$ cat config.mk
export PLATFORM = sky130hd
export DESIGN_NAME = ext_addr_ctrl
export DESIGN_NICKNAME = d
export VERILOG_FILES = /design/src/rtl/eac_pkg.sv /design/src/rtl/eac_mode_reg.sv /design/src/rtl/eac_seq.sv /design/src/rtl/eac_addr_out.sv /design/src/rtl/ext_addr_ctrl.sv
export SDC_FILE = /design/constraint.sdc
export NUM_CORES = 1
export LEC_CHECK = 0
export BUFFER_PORTS_ARGS = -buffer_cell sky130_fd_sc_hd__buf_4
export CAP_MARGIN = 25
export CORE_UTILIZATION = 48
export DETAILED_ROUTE_END_ITERATION = 10
export PLACE_DENSITY = 0.83
export SLEW_MARGIN = 5
export SYNTH_ARGS = -nofsm -noshare
export SYNTH_HDL_FRONTEND = slang
export SYNTH_SLANG_ARGS = --single-unit
$ cat constraint.sdc
create_clock -name clk -period 3.47 [get_ports clk]
set_input_delay 0.5205 -clock clk [delete_from_list [all_inputs] [get_ports clk]]
set_output_delay 0.5205 -clock clk [all_outputs]
set_load 0.02 [all_outputs]
$ cat src/rtl/eac_pkg.sv
package eac_pkg;

  typedef enum logic [2:0] {
    ST_IDLE = 3'd0,
    ST_T1   = 3'd1,
    ST_T2   = 3'd2,
    ST_T3   = 3'd3,
    ST_ON   = 3'd4
  } bus_st_e;

  typedef enum logic {
    UPD_EVERY    = 1'b0,
    UPD_EXT_ONLY = 1'b1
  } upd_mode_e;

  // Address pins reload when the cycle is external or the mode refreshes always
  function automatic logic addr_reload(upd_mode_e mode, logic is_ext);
    return is_ext || (mode == UPD_EVERY);
  endfunction

  function automatic bus_st_e st_advance(bus_st_e cur, logic start, logic is_ext);
    bus_st_e nxt;
    case (cur)
      ST_IDLE: nxt = start ? (is_ext ? ST_T1 : ST_ON) : ST_IDLE;
      ST_T1:   nxt = ST_T2;
      ST_T2:   nxt = ST_T3;
      ST_T3:   nxt = ST_IDLE;
      ST_ON:   nxt = ST_IDLE;
      default: nxt = ST_IDLE;
    endcase
    return nxt;
  endfunction

  // Strobe is active in the second and third external states of a read
  function automatic logic strobe_active(bus_st_e cur, logic is_read);
    return is_read && ((cur == ST_T2) || (cur == ST_T3));
  endfunction

  function automatic logic is_final(bus_st_e cur);
    return (cur == ST_T3) || (cur == ST_ON);
  endfunction

endpackage

$ cat src/rtl/eac_mode_reg.sv
module eac_mode_reg
  import eac_pkg::*;
(
  input  logic      clk,
  input  logic      rst_n,
  input  logic      we,
  input  logic      wdata,
  output upd_mode_e mode
);

  always_ff @(posedge clk) begin
    if (!rst_n) begin
      mode <= UPD_EVERY;
    end else if (we) begin
      mode <= upd_mode_e'(wdata);
    end
  end

endmodule

$ cat src/rtl/eac_seq.sv
module eac_seq
  import eac_pkg::*;
(
  input  logic    clk,
  input  logic    rst_n,
  input  logic    req_valid,
  input  logic    req_ext,
  input  logic    req_write,
  output logic    start,
  output bus_st_e state,
  output logic    cur_read,
  output logic    ready,
  output logic    rd_n
);

  assign start = (state == ST_IDLE) && req_valid;

  always_ff @(posedge clk) begin
    if (!rst_n) begin
      state    <= ST_IDLE;
      cur_read <= 1'b0;
    end else begin
      state <= st_advance(state, start, req_ext);
      if (start) begin
        cur_read <= !req_write;
      end
    end
  end

  assign ready = is_final(state);
  assign rd_n  = !strobe_active(state, cur_read);

endmodule

$ cat src/rtl/eac_addr_out.sv
module eac_addr_out #(
  parameter int ADDR_W = 24
) (
  input  logic              clk,
  input  logic              rst_n,
  input  logic              load,
  input  logic [ADDR_W-1:0] addr_in,
  output logic [ADDR_W-1:0] addr_out
);

  localparam logic [ADDR_W-1:0] ADDR_RST = '0;

  always_ff @(posedge clk) begin
    if (!rst_n) begin
      addr_out <= ADDR_RST;
    end else if (load) begin
      addr_out <= addr_in;
    end
  end

endmodule

$ cat src/rtl/ext_addr_ctrl.sv
module ext_addr_ctrl
  import eac_pkg::*;
#(
  parameter int ADDR_W = 24
) (
  input  logic              clk,
  input  logic              rst_n,
  input  logic              req_valid,
  input  logic [ADDR_W-1:0] req_addr,
  input  logic              req_write,
  input  logic              req_ext,
  output logic              req_ready,
  input  logic              cfg_we,
  input  logic              cfg_upd_hold,
  output logic              upd_mode,
  output logic [ADDR_W-1:0] ext_addr,
  output logic              ext_rd_n
);

  upd_mode_e mode_q;
  bus_st_e   bus_st;
  logic      cyc_start;
  logic      cur_read;
  logic      addr_load;

  // Named events for the checker
  logic st_idle, st_t1, st_t2, st_t3;

  eac_mode_reg u_mode (
    .clk   (clk),
    .rst_n (rst_n),
    .we    (cfg_we),
    .wdata (cfg_upd_hold),
    .mode  (mode_q)
  );

  eac_seq u_seq (
    .clk       (clk),
    .rst_n     (rst_n),
    .req_valid (req_valid),
    .req_ext   (req_ext),
    .req_write (req_write),
    .start     (cyc_start),
    .state     (bus_st),
    .cur_read  (cur_read),
    .ready     (req_ready),
    .rd_n      (ext_rd_n)
  );

  // Mode sampled at acceptance, so a write in the same edge lands afterwards
  assign addr_load = cyc_start && addr_reload(mode_q, req_ext);

  eac_addr_out #(.ADDR_W(ADDR_W)) u_addr (
    .clk      (clk),
    .rst_n    (rst_n),
    .load     (addr_load),
    .addr_in  (req_addr),
    .addr_out (ext_addr)
  );

  assign upd_mode = mode_q;
  assign st_idle  = (bus_st == ST_IDLE);
  assign st_t1    = (bus_st == ST_T1);
  assign st_t2    = (bus_st == ST_T2);
  assign st_t3    = (bus_st == ST_T3);

endmodule

==> impl_metrics.tcl <==
set metrics [dict create \
    ioPinCount 58 \
    path_clk_slew_ns 0.08 \
    required_ns 3.70 \
    die-area_mm2 0.00271 \
    viasPerCell 4.74 \
    ir_drop_mv 0.341 \
    reg2reg_from "u_seq.state[1]" \
    place_inst 204 \
    port_buffers 57 \
    seqCellArea_um2 581 \
    synth_area_mm2 0.00120 \
    syn-num-nets 159 \
    setup_viol 0 \
    htree_levels 2 \
    reg2reg_to "u_addr.addr_out[19]" \
    grt_overflow 0 \
    timing.critical_path.from "u_seq.state[1]" \
    status "finished clean" \
    post-route-util 0.727 \
    rows 17 \
    initial_core_util 0.528 \
    rrSetupSlack_ns 1.49 \
    antenna_found_initial 0 \
    reg2regPathDepth 3 \
    grt_pass1_wl_mm 3.65 \
    avgRoutedWirePerCell_um 11.2 \
    cts_tree "built" \
    grt_max_degree 53 \
    cts_buffers 5 \
    clock_sinks 29 \
    post-cts-setup-buffers 0 \
    leakage_nw 0.803 \
    dpl.hpwl_mm 1.71 \
    tightest_slew_ns 1.01 \
    slew_headroom 0.326 \
    drc 0 \
    crit_type "reg2reg" \
    finalSetupTns_ns 0 \
    finalMaxSlewViolations 0 \
    yosys.cell_types.count 19 \
    syn_inst 128 \
    holdBufCountCts 0 \
    drt_wl_total_mm 2.36 \
    final_common_cell "buf_4" \
    worst_slack_ns 1.49 \
    grt_pass1_vias 917 \
    syn_area_per_cell_um2 9.39 \
    worstSetupStartpointType "register" \
    insertion_delay_ns 0.30 \
    num-fill-cells 180 \
    via_count 1001 \
    coreArea_mm2 0.00228 \
    multi_input_comb_area_um2 552 \
    yosys_warnings 0 \
    fp.dieW_um 52.1 \
    synth.yosys.seq_area_share 0.483 \
    layout_common_cells "buf_4, nand2_1, dfxtp_1" \
    area_growth_syn_to_layout_pct 37.6 \
    min_from "u_addr.addr_out[15]" \
    power_density_mw_per_mm2 458 \
    drt_first_iter_violations 13 \
    cts_root_buffer "clkbuf_4" \
    nNetsFinal 214 \
    critical_path_arrival_ns 2.21 \
    cts-resized-gates 0 \
    gp_congestion 0.761 \
    finalHoldViolations 0 \
    antenna_cells 0 \
    hold_path_class "reg2reg" \
    min_period_ns 1.98 \
    maxCapViolations 0 \
    crit_path_end_kind "register" \
    holdPathStages 2 \
    crit_fanout 24 \
    holdPathEnd "u_addr.addr_out[15]" \
    fmax_ghz 0.505 \
    fin_crit_sh 0.571 \
    ys_ff_latch 29 \
    drt-pass1-iter-count 2 \
    cts_buffer_depth 2 \
    post-place-ws_ns 1.36 \
    clock_skew_ns 0.00137 \
    postRouteAntennaNets 0 \
    rsz0062_at_grt "no" \
    die_h_um 52.1 \
    drive_above_1_share 0.355 \
    grtUsageTotal 0.190 \
    instances_no_fill 211 \
]
worst max-delay path: stages, from the launching register on:
cell and delay [ns]:
dfxtp_1 0.39, nor4b_4 0.37, a21boi_4 0.86, mux2i_1 0.28
where the power goes:
group	switching (mW)	internal [mW]	leakage, nW
Sequential	0.0193	0.362	0.238
Combinational	0.0880	0.0905	0.533
Clock	0.102	0.0955	0.0314
per-layer routing:
metal  global-route usage  share of wire  vias to the layer above
li1                     -              -                      521
met1                0.200           0.43                      446
met2                0.333           0.50                       32
met3               0.0702          0.056                        2
met4               0.0811         0.0072                        0
met5                    0              0                        -
stage by stage:
stage / total power, mW / hold WS, ns / area, um^2
after floorplan: 0.505 / 0.473 / 1200
after global placement: 0.565 / 0.443 / 1600
after global routing: 0.796 / 0.445 / 1650
after CTS: 0.766 / 0.451 / 1650
after detailed placement: 0.570 / 0.447 / 1600
final: 0.757 / 0.456 / 1650
state kept, by name, summed over array words and instances (netlist names):
register / count
u_addr.addr_out: 24
u_seq.state: 3
u_mode.mode: 1
u_seq.cur_read: 1
cells in the mapped netlist:
cell       n  area share
a21oi_1    1      0.0042
nor2_1     2      0.0062
buf_12     2       0.033
o211a_1    1      0.0083
o21ai_0    1      0.0042
nor3_1     1      0.0042
nor4b_4    1       0.020
buf_6      1      0.0094
nand3b_1   1      0.0062
a21boi_2   1      0.0094
clkbuf_1   6       0.019
mux2i_1   25        0.21
nand2_1   51        0.16
nor2b_1    1      0.0052
xnor2_1    1      0.0073
inv_1      1      0.0031
and3_1     1      0.0052
nand2b_1   1      0.0052
dfxtp_1   29        0.48
worst max-delay path by stage:
| stage | endpoint | slack, ns | cells after the start |
|---|---|---|---|
| 2_1_floorplan | req_ready | 1.97 | 2 |
| 3_3_place_gp | u_addr.addr_out[22] | 1.44 | 4 |
| 3_5_place_dp | u_addr.addr_out[19] | 1.36 | 4 |
| 4_1_cts | u_addr.addr_out[19] | 1.48 | 3 |
| 5_1_grt | u_addr.addr_out[0] | 1.34 | 3 |
| 6_report | u_addr.addr_out[19] | 1.49 | 3 |
cell type report:
type / instances / area share
Inverter: 1 / 0.00227
Multi-Input combinational cell: 89 / 0.334
Sequential cell: 29 / 0.351
Clock buffer: 7 / 0.0333
Tap cell: 28 / 0.0212
Timing Repair Buffer: 57 / 0.259
kinds of logic (layout without fill, tap and decap cells):
kind of cell,Yosys count,in the layout,share of synthesized area
multiplexers,25,25,0.208
buffers and inverters,10,65,0.0645
XOR/XNOR,1,1,0.00729
flip-flops,29,29,0.483
AND/OR/NAND/NOR,59,59,0.211
AO/OA/AOI/OAI,4,4,0.0260
(Power assumes the default switching activity.)
